`src/rtl/pwx_pkg.sv`:
```
package pwx_pkg;
    localparam int IDX_W   = 4;
    localparam int OFF_W   = 14;
    localparam int LOC_W   = 16;
    localparam int GLB_W   = IDX_W + OFF_W;
    localparam int DATA_W  = 8;

    typedef struct packed {
        logic [IDX_W-1:0] idx;
    } page_state_t;
endpackage

```
`src/rtl/pwx_page_reg.sv`:
```
module pwx_page_reg
    import pwx_pkg::*;
#(
    parameter logic [LOC_W-1:0]  REG_ADDR  = 16'h0015,
    parameter logic [IDX_W-1:0]  RST_INDEX = 4'hE
) (
    input  logic              clk,
    input  logic              rst_n,
    input  logic [LOC_W-1:0]  reg_addr,
    input  logic              reg_we,
    input  logic [DATA_W-1:0] reg_wdata,
    input  logic              priv_load,
    input  logic [IDX_W-1:0]  priv_index,
    output logic [IDX_W-1:0]  index,
    output logic [DATA_W-1:0] reg_rdata
);
    page_state_t st_d, st_q;
    logic        hit;

    always_comb begin
        hit  = (reg_addr == REG_ADDR);
        st_d = st_q;
        if (priv_load)
            st_d.idx = priv_index;
        else if (reg_we && hit)
            st_d.idx = reg_wdata[IDX_W-1:0];
    end

    always_ff @(posedge clk) begin
        if (!rst_n) st_q <= '{idx: RST_INDEX};
        else        st_q <= st_d;
    end

    assign index     = st_q.idx;
    assign reg_rdata = hit ? {{(DATA_W-IDX_W){1'b0}}, st_q.idx} : '0;

    p_priv_wins_r8: assert property (@(posedge clk) disable iff (!rst_n)
        priv_load |=> index == $past(priv_index));
    p_miss_hold_r3: assert property (@(posedge clk) disable iff (!rst_n)
        (!priv_load && !(reg_we && reg_addr == REG_ADDR)) |=> $stable(index));
    p_rd_upper_zero_r2: assert property (@(posedge clk) disable iff (!rst_n)
        reg_rdata[DATA_W-1:IDX_W] == '0);
endmodule

```
`src/rtl/pwx_xlate.sv`:
```
module pwx_xlate
    import pwx_pkg::*;
#(
    parameter logic [1:0] WIN_SEL = 2'b10,
    parameter logic [1:0] FIX_TOP = 2'b11
) (
    input  logic [IDX_W-1:0] index,
    input  logic [LOC_W-1:0] loc_addr,
    output logic [GLB_W-1:0] glob_addr,
    output logic             in_window
);
    localparam int SEL_HI = LOC_W - 1;
    localparam int SEL_LO = OFF_W;

    always_comb begin
        in_window = (loc_addr[SEL_HI:SEL_LO] == WIN_SEL);
        if (in_window)
            glob_addr = {index, loc_addr[OFF_W-1:0]};
        else
            glob_addr = {FIX_TOP, loc_addr};
    end

    always_comb begin
        if (in_window)
            a_win_r5: assert (glob_addr[OFF_W-1:0] == loc_addr[OFF_W-1:0]);
        else
            a_fix_r6: assert (glob_addr[LOC_W-1:0] == loc_addr);
    end
endmodule

```
`src/rtl/page_window_xlate.sv`:
```
module page_window_xlate
    import pwx_pkg::*;
(
    input  logic        clk,
    input  logic        rst_n,
    input  logic [15:0] reg_addr,
    input  logic        reg_we,
    input  logic [7:0]  reg_wdata,
    output logic [7:0]  reg_rdata,
    input  logic        priv_load,
    input  logic [3:0]  priv_index,
    input  logic [15:0] loc_addr,
    output logic [17:0] glob_addr,
    output logic        in_window
);
    logic [IDX_W-1:0] index;

    pwx_page_reg u_reg (
        .clk(clk), .rst_n(rst_n), .reg_addr(reg_addr), .reg_we(reg_we),
        .reg_wdata(reg_wdata), .priv_load(priv_load), .priv_index(priv_index),
        .index(index), .reg_rdata(reg_rdata)
    );

    pwx_xlate u_xl (
        .index(index), .loc_addr(loc_addr),
        .glob_addr(glob_addr), .in_window(in_window)
    );

    p_win_page_r9: assert property (@(posedge clk) disable iff (!rst_n)
        in_window |-> glob_addr[17:14] == index);
    p_flag_r5: assert property (@(posedge clk) disable iff (!rst_n)
        in_window == (loc_addr >= 16'h8000 && loc_addr <= 16'hBFFF));
endmodule

```
`config.mk`:
```
export PLATFORM = sky130hd
export DESIGN_NAME = page_window_xlate
export DESIGN_NICKNAME = d
export VERILOG_FILES = /design/src/rtl/pwx_pkg.sv /design/src/rtl/pwx_page_reg.sv /design/src/rtl/pwx_xlate.sv /design/src/rtl/page_window_xlate.sv
export SDC_FILE = /design/constraint.sdc
export NUM_CORES = 1
export LEC_CHECK = 0
export BUFFER_PORTS_ARGS = -buffer_cell sky130_fd_sc_hd__buf_2
export CAP_MARGIN = 20
export CELL_PAD_IN_SITES_DETAIL_PLACEMENT = 1
export CELL_PAD_IN_SITES_GLOBAL_PLACEMENT = 1
export CORE_ASPECT_RATIO = 0.75
export CORE_MARGIN = 1.5
export CORE_UTILIZATION = 20
export CTS_CLUSTER_DIAMETER = 200
export DETAILED_ROUTE_END_ITERATION = 8
export PLACE_DENSITY_LB_ADDON = 0.1
export SYNTH_ARGS = -nofsm -noshare
export SYNTH_HDL_FRONTEND = slang
export SYNTH_SLANG_ARGS = --single-unit
```
`constraint.sdc`:
```
create_clock -name clk -period 2.7 [get_ports clk]
set_clock_uncertainty 0.1 [all_clocks]
set_input_delay 0.405 -clock clk [delete_from_list [all_inputs] [get_ports clk]]
set_output_delay 0.405 -clock clk [all_outputs]
set_load 0.005 [all_outputs]
```
## Word level (Yosys, flattened, before mapping)

Cells that the tools add are included.
Widths: inputs -> output; s select.

| word-level totals | value |
|---|---|
| register bits | 4 |
| latch bits | 0 |
| memory bits (writable) | 0 |
| bits in read-only memories | 0 |
| bits of input ports | 48 |
| output and inout port bits | 27 |
| word-level logic and storage cells | 9 |
| memories | 0 |

| operators by class | value |
|---|---|
| $add $sub $neg | 0 |
| multiply operators | 0 |
| divide/modulo/power cells | 0 |
| order comparisons | 0 |
| equal/unequal tests | 2 |
| shift-type cells | 0 |
| multiplexer cells | 4 |
| bitwise gates (word level) | 0 |
| reductions and logical operators | 2 |

Operators by type and width:

| cell | count |
|---|---|
| $mux 18 | 1 |
| $eq 16x5->1 const B | 1 |
| $mux 4 | 3 |
| $eq 2x2->1 const B | 1 |
| $reduce_bool 2->1 | 1 |
| $logic_and 1x1->1 | 1 |

## Longest topological paths before layout

Gate-level depths: netlist (run 1).

| logic depth | value |
|---|---|
| depth in word-level cells | 4 |
| gate-level depth with buffers | 6 |
| gate-level depth less buffers | 4 |

## Modules after synthesis

Synthesis (run 1) repeated with hierarchy kept, for this count alone.

| unflattened totals | value |
|---|---|
| cells, all modules | 65 |
| area total of the unflattened synthesis | 556.8 um^2 |

By module, submodules not included:

| module | times used | cells an instance | area each (um^2) | seq. area each (um^2) |
|---|---|---|---|---|
| pwx_page_reg | 1 | 46 | 411.6 | 80.1 |
| pwx_xlate | 1 | 19 | 145.1 | 0.0 |

## Worst setup path after synthesis (run 1)

No wires, ideal clock.

| path | value |
|---|---|
| kind | input -> output |
| from | in reg_addr[1] |
| to | out reg_rdata[0] |
| data arrival time | 1.112 ns |
| data required time | 2.195 ns |
| setup slack | 1.083 ns |
| stages | 4 |
| path buffers | 1 |
| cell sequence | nor4b_2 and4_1 buf_6 and2_2 |

| between the ends | value |
|---|---|
| word-level cells in the longest chain between the ends | 2 |

RTL lines:

| item | line | text |
|---|---|---|
| start, declared | page_window_xlate.sv:6 | `input logic [15:0] reg_addr,` |
| $eq 16x5->1 | pwx_page_reg.sv:21 | `hit = (reg_addr == REG_ADDR);` |
| $mux 4 | pwx_page_reg.sv:35 | `assign reg_rdata = hit ? {{(DATA_W-IDX_W){1'b0}}, st_q.idx} : '0;` |
| end, declared | page_window_xlate.sv:9 | `output logic [7:0] reg_rdata,` |

Every way passes these cells.

## Worst setup path after layout (run 1)

| path | value |
|---|---|
| from | in reg_addr[1] |
| to | out reg_rdata[2] |

The elaborated chain is that of the path after synthesis.

==> results of run 1 <==
-- per-stage QoR --
| step | hold slack, ps | setup slack [ps] | area, um^2 | utilization [%] |
|---|---|---|---|---|
| 5_1_grt | 426.0 | 536.9 | 675.6 | 25.76 |
| 3_3_place_gp | 517.4 | 627.2 | 634.4 | 24.19 |
| 6_report | 403.8 | 665.3 | 675.6 | 25.76 |
| 4_1_cts | 407.1 | 628.8 | 675.6 | 25.76 |
| 3_5_place_dp | 518.0 | 630.2 | 634.4 | 24.19 |
| 2_1_floorplan | 472.8 | 1083 | 569.3 | - |
-- Yosys cell counts --
cell      instances
nor4_2            2
a211oi_1          2
nand3_1           3
o21a_1            1
a311oi_1          3
nor3_1            3
nor2b_1           1
buf_6             2
nor4b_2           1
or3_1             3
clkbuf_2          1
nor4bb_1          1
conb_1            1
and4_1            1
dfxtp_1           4
mux2i_1           7
and2_2            4
inv_1             1
or2b_2            1
a21o_1            1
a21o_2            1
buf_4            19
nand2b_1          2
-- kinds of logic after synthesis --
family	count (synthesis)	synth area share, %
flops	4	14.35
compound gates	8	11.66
other cells	1	0.6720
buf+inv	23	31.16
mux	7	12.56
simple gates	22	29.59
-- metal layers --
layer | wire [um] | part of all wire [%] | track usage [%] | vias to the layer above
met3 | 147 | 11 | 4.884 | 2
li1 | - | - | - | 255
met5 | 0 | 0 | 0 | -
met4 | 4 | 0.30 | 3.261 | 0
met1 | 552 | 41 | 11.30 | 230
met2 | 636 | 47 | 15.45 | 30
-- power by group through the flow --
stage	clock network, mW	registers [mW]	logic [mW]
after floorplan	0	0.0681	0.0492
after global placement	0	0.0702	0.0553
after detailed placement	0	0.0705	0.0555
after CTS	0.129	0.0697	0.0557
after global routing	0.136	0.0707	0.0617
final	0.127	0.0694	0.0545
-- path summary, 6_finish.rpt --
| kind | end | slack [ps] | cells after the start |
|---|---|---|---|
| max reg2reg | u_reg.index[3] | 1550 | 3 |
| min reg2reg | u_reg.index[2] | 520 | 2 |
| max | reg_rdata[2] | 670 | 5 |
| min | u_reg.index[2] | 400 | 2 |
-- worst max-delay path: stages --
cell	delay [ps]
buf_2	100
nor4b_2	260
and4_1	460
and2_2	200
buf_2	110
-- area by class of cell --
| cell class | count | area share, % |
|---|---|---|
| Multi-Input combinational cell | 41 | 46.67 |
| Clock buffer | 3 | 6.111 |
| Timing Repair Buffer | 38 | 28.15 |
| Inverter | 1 | 0.5556 |
| Tap cell | 36 | 6.667 |
| Sequential cell | 4 | 11.85 |
==> results.md, run 1 <==
- Status: finished, final reports clean
- Syn. warnings: 0
- Fmax: 491.5 MHz
- Die W: 64.00 um
- Max Fanout on Critical Path: 9
- Clock Tree Buf Depth: 2
- CTS Buf Count: 3
- Die area: 0.003119 mm^2
- Synth area leaders: buf_4 26%, dfxtp_1 14%, mux2i_1 13%
- Synth top area share: 25.56%
- RSZ-0062 raised after global routing: false
- Final Power: 250.6 uW
- Top-Level Pins: 75
- Clock Latency Late Sink: 220 ps
- Sequential Power Share: 27.7%
- CTS H-tree lvls: 1
- ANT nets after route: 0
- Count of pins over their slew limit: 0
- Vias/cell: 4.203
- Reg2reg start: u_reg.index[3]
- Net Sw Frac: 24.15%
- Max Cap Violations: 0
- Port bufs: 38
- Worst min-delay path category: in2reg
- Initial core utilization: 21.28%
- Num Clock Sinks: 4
- Storage element area: 80.08 um^2
- Synthesized flop and latch total: 4
- Clock Tree Root: clkbuf_8
- First-pass GRT wire length: 2359 um
- Area of the multi-input gates: 315.3 um^2
- Filler cells: 336
- Starting DRC count in detailed routing: 12
- Post CTS Setup Buffer Count: 0
- Clock group share of total power: 50.6%
- CTS tree: yes
- Post-cts sizing count: 0
- GRT Residual Overflow: 0
- Critical Path RT: 2190 ps
- Final TNS setup: 0 ps
- Sequential cell area fraction in the yosys report: 14.35%
- Critical Path AT: 1530 ps
- Pwr per Cell Area: 370.9 mW/mm^2
- Routability cong.: 0.6693
- Die Span Y: 48.75 um
- DRC viols: 0
- Per-cell routed wire length: 10.89 um
- Mean Syn Cell Area: 8.585 um^2
- HP Start: rst_n
- Synth-to-layout area growth: 21.08%
- Cells after Synth: 65
- Total core area: 0.002623 mm^2
- Ant. Diodes: 0
- Pleak: 0.3200 nW
- Vias in the first global route: 549
- WS Path Type: in2out
- Synth unique cells: 23
- Pin count of the biggest net entering global routing: 16
- Pint: 190.1 uW
- Fin nets: 137
- Clock-pin slew on the worst setup and hold paths: 30 ps
- Area leader, netlist: buf_4
- Startpoint types: input pin
- DR pass1 iterations: 3
- Commonest non-fill, non-tap cell in the layout: buf_2
- Min cycle time layout: 2035 ps
- Total net switching power: 60.53 uW
- Share of layout cells above drive strength 1: 57.47%
- Max FFs per register: 4
- Cell area after synthesis: 558.0 um^2
- Row count: 16
- Period utilization: 75.36%
- Final Instance Count excl. Fillers: 123
- Total number of vias: 517
- Final setup viols: 0
- Endpoint class of the critical path: output pin
- Inst Count DP: 120
- Final Hold Viols: 0
- Most frequent cells in the layout: 38 x buf_2, 7 x mux2i_1, 4 x and2_2, 4 x conb_1, 4 x dfxtp_1
- Initial antenna violation count: 0
- Critical Path Start: reg_addr[1]
- VDD IR-drop max: 111.5 uV
- WL final: 1340 um
- Hold_buf cts: 0
- Tot GR Track Use: 9.726%
- Comb power frac: 21.7%
Power figures use the tool's default switching activity.
==> run 2, diff against run 1 <==
--- a/config.mk
+++ b/config.mk
@@ -5,13 +5,14 @@
 export SDC_FILE = /design/constraint.sdc
 export NUM_CORES = 1
 export LEC_CHECK = 0
+export ABC_AREA = 1
 export BUFFER_PORTS_ARGS = -buffer_cell sky130_fd_sc_hd__buf_2
 export CAP_MARGIN = 20
 export CELL_PAD_IN_SITES_DETAIL_PLACEMENT = 1
 export CELL_PAD_IN_SITES_GLOBAL_PLACEMENT = 1
 export CORE_ASPECT_RATIO = 0.75
 export CORE_MARGIN = 1.5
-export CORE_UTILIZATION = 20
+export CORE_UTILIZATION = 15
 export CTS_CLUSTER_DIAMETER = 200
 export DETAILED_ROUTE_END_ITERATION = 8
 export PLACE_DENSITY_LB_ADDON = 0.1
==> constraint.sdc (replaced) <==
create_clock -name clk -period 1.8 [get_ports clk]
set_clock_uncertainty 0.1 [all_clocks]
set_input_delay 0.27 -clock clk [delete_from_list [all_inputs] [get_ports clk]]
set_output_delay 0.27 -clock clk [all_outputs]
set_load 0.005 [all_outputs]
==> run 2 against run 1 <==
Non-clock buffer count unchanged. Clock power up 50%. Sequential share of layout area down 0.78 points. Sequential cell count unchanged. Combinational power up 78%. Critical endpoint is now reg_rdata[0]. Highest routed layer unchanged.
==> results.md, run 2 <==
- Total net switching power: 99.58 uW
- Initial core utilization: 16.26%
- Top-Level Pins: 75
- Post-cts sizing count: 0
- Starting DRC count in detailed routing: 16
- Pin count of the biggest net entering global routing: 11
- Async set-reset flop share out of synthesis: 0%
- Hold EP: u_reg.index[2]
- Count of pins over their slew limit: 0
- Final Hold Viols: 0
- CP Cell Sequence: buf_2 -> nor4_1 -> nand4_1 -> nor2_1 -> buf_2
- Sequential Power Share: 25.7%
- Mux contribution to synthesized area: 0%
- Total number of vias: 623
- First-pass GRT wire length: 2449 um
- Hold depth: 2
- Number of flops mapped to enable cells by yosys: 0
- HP Start: rst_n
- Synthesized flop and latch total: 4
- Per-cell routed wire length: 8.805 um
- Post CTS Setup Buffer Count: 0
- Clock Tree Buf Depth: 2
- Synth-to-layout area growth: 30.77%
- R2R setup slack: 1030 ps
- Cells after Synth: 93
- CTS Buf Count: 3
- Net Sw Frac: 25.79%
- CTS tree: yes
- Synth top area share: 24.43%
- Fin nets: 169
- Vias/cell: 3.686
- Mean Syn Cell Area: 5.947 um^2
- Post-synth top cells: 25 x nand2_1, 18 x buf_4, 13 x nor2_1, 11 x inv_1, 6 x nand3_1
- Pwr per Cell Area: 533.9 mW/mm^2
- Crit-path leading delay family: simple AND/OR/NAND/NOR gates
- DRC viols: 0
- Comb power frac: 25.1%
- Die W: 73.11 um
- Clock Tree Root: clkbuf_8
- FF-to-FF End: u_reg.index[0]
- Startpoint types: input pin
- VDD IR-drop max: 190.8 uV
- Clock group share of total power: 49.2%
- Worst min-delay path category: in2reg
- Max Cap Violations: 0
- Hold_buf cts: 0
- Worst path bufs/invs: 2
- Cell area after synthesis: 553.0 um^2
- XOR/XNOR share of the synthesized area: 0%
- Clock-pin slew on the worst setup and hold paths: 30 ps
- Sequential cell area fraction in the yosys report: 14.48%
- Row count: 18
- CTS H-tree lvls: 1
- Dpl hpwl: 1362 um
- Fmax: 624.4 MHz
- Reg2reg start: u_reg.index[0]
- Num Clock Sinks: 4
- Pint: 286.6 uW
- Most frequent cells in the layout: 38 x buf_2, 25 x nand2_1, 13 x nor2_1, 11 x inv_1, 6 x nand3_1
- Pleak: 0.4196 nW
- Period utilization: 88.98%
- DP Area: 681.9 um^2
- Max Fanout on Critical Path: 4
- DR pass1 iterations: 3
- Most Frequent Cell on Critical Path: buf_2
- Ant. Diodes: 0
- CP max stage delay: 320 ps
- Max FFs per register: 4
- Synth unique cells: 18
- Port bufs: 38
- Vias in the first global route: 563
- Initial antenna violation count: 0
- Adder-Cell Fraction of Synth Area: 0%
- Combinational family with the most area after synthesis: simple AND/OR/NAND/NOR gates
- WS Path Type: in2out
- Critical Path RT: 1430 ps
- Slowest cell on crit path: nor4_1
- Total core area: 0.003401 mm^2
- Clock Latency Late Sink: 220 ps
- RSZ-0062 raised after global routing: false
- Min cycle time layout: 1602 ps
- Synth area leaders: buf_4 24%, nand2_1 17%, dfxtp_1 14%
- Final TNS setup: 0 ps
- Compound-gate portion of the synthesized area: 2.715%
- Status: finished, final reports clean
- Endpoint class of the critical path: output pin
- Routability cong.: 0.6480
- Final setup viols: 0
- Die area: 0.004064 mm^2
- Syn. warnings: 0
- Tot GR Track Use: 7.465%
- Die Span Y: 55.59 um
- Area leader, netlist: buf_4
- ANT nets after route: 0
- Count leader, synth: nand2_1
- Final instance area: 723.2 um^2
- GRT Residual Overflow: 0
- WL final: 1488 um
- Prevailing post-synth register cell: dfxtp_1
- R2r worst-path depth: 4
- Commonest non-fill, non-tap cell in the layout: buf_2
- Share of layout cells above drive strength 1: 41.18%
- Critical Path AT: 1230 ps
- Simple-gate share of the synthesized area: 47.06%
-- run 2: stage by stage --
stage / util [%] / total power [mW] / setup slack (ps) / hold slack (ps) / std cells
after floorplan: - / 0.1779 / 599.5 / 254.1 / 96
after CTS: 21.27 / 0.3931 / 129.1 / 182.5 / 169
after detailed placement: 20.05 / 0.1993 / 151.2 / 392.2 / 166
after global placement: 20.05 / 0.1983 / 192.5 / 397.0 / 166
final: 21.27 / 0.3861 / 198.4 / 185.4 / 169
after global routing: 21.27 / 0.4119 / 68.22 / 194.9 / 169
-- run 2: layout make-up --
cell class                 count  area (um^2)
fill                         449         2678
inverter                      12        58.81
sequential                     4        80.08
timing repair buffer          38        190.2
tap                           50        62.56
multi-input combinational     62        290.3
clock buffer                   3        41.29
-- run 2: logic make-up (layout without fill, tap and decap cells) --
| family | Yosys count | count (layout) |
|---|---|---|
| and+or+nand+nor | 55 | 55 |
| buffers and inverters | 30 | 53 |
| DFF | 4 | 4 |
| AOI/OAI and AO/OA | 3 | 3 |
| other | 1 | 4 |
-- run 2: power by group through the flow --
stage / Clock [mW] / Combinational [mW] / Sequential, mW
4_1_cts: 0.194 / 0.0994 / 0.0993
3_5_place_dp: 0 / 0.0990 / 0.100
2_1_floorplan: 0 / 0.0783 / 0.0996
5_1_grt: 0.201 / 0.111 / 0.100
3_3_place_gp: 0 / 0.0979 / 0.100
6_report: 0.190 / 0.0968 / 0.0992
-- run 2: worst max path at each step --
stage | start | end | slack (ps) | cells past startpoint
6_report | reg_addr[13] | reg_rdata[0] | 200 | 5
4_1_cts | reg_addr[13] | reg_rdata[0] | 130 | 5
3_3_place_gp | reg_addr[13] | reg_rdata[0] | 190 | 5
2_1_floorplan | reg_addr[9] | reg_rdata[0] | 600 | 3
5_1_grt | reg_addr[13] | reg_rdata[0] | 70 | 5
3_5_place_dp | reg_addr[13] | reg_rdata[0] | 150 | 5
-- run 2: worst register-to-register path: cells and delay by family, from the launching register on --
family | cells | cell delay (ps)
buf+inv | 1 | 100
flops | 1 | 290
simple gates | 3 | 170
-- run 2: routing by layer --
metal	share of wire, %	up-vias	wire length [um]	global-route usage, %
met2	45	27	675	11.17
met3	10	2	152	4.348
met1	44	277	657	9.409
met4	0.27	0	4	1.078
met5	0	-	0	0
li1	-	317	-	-
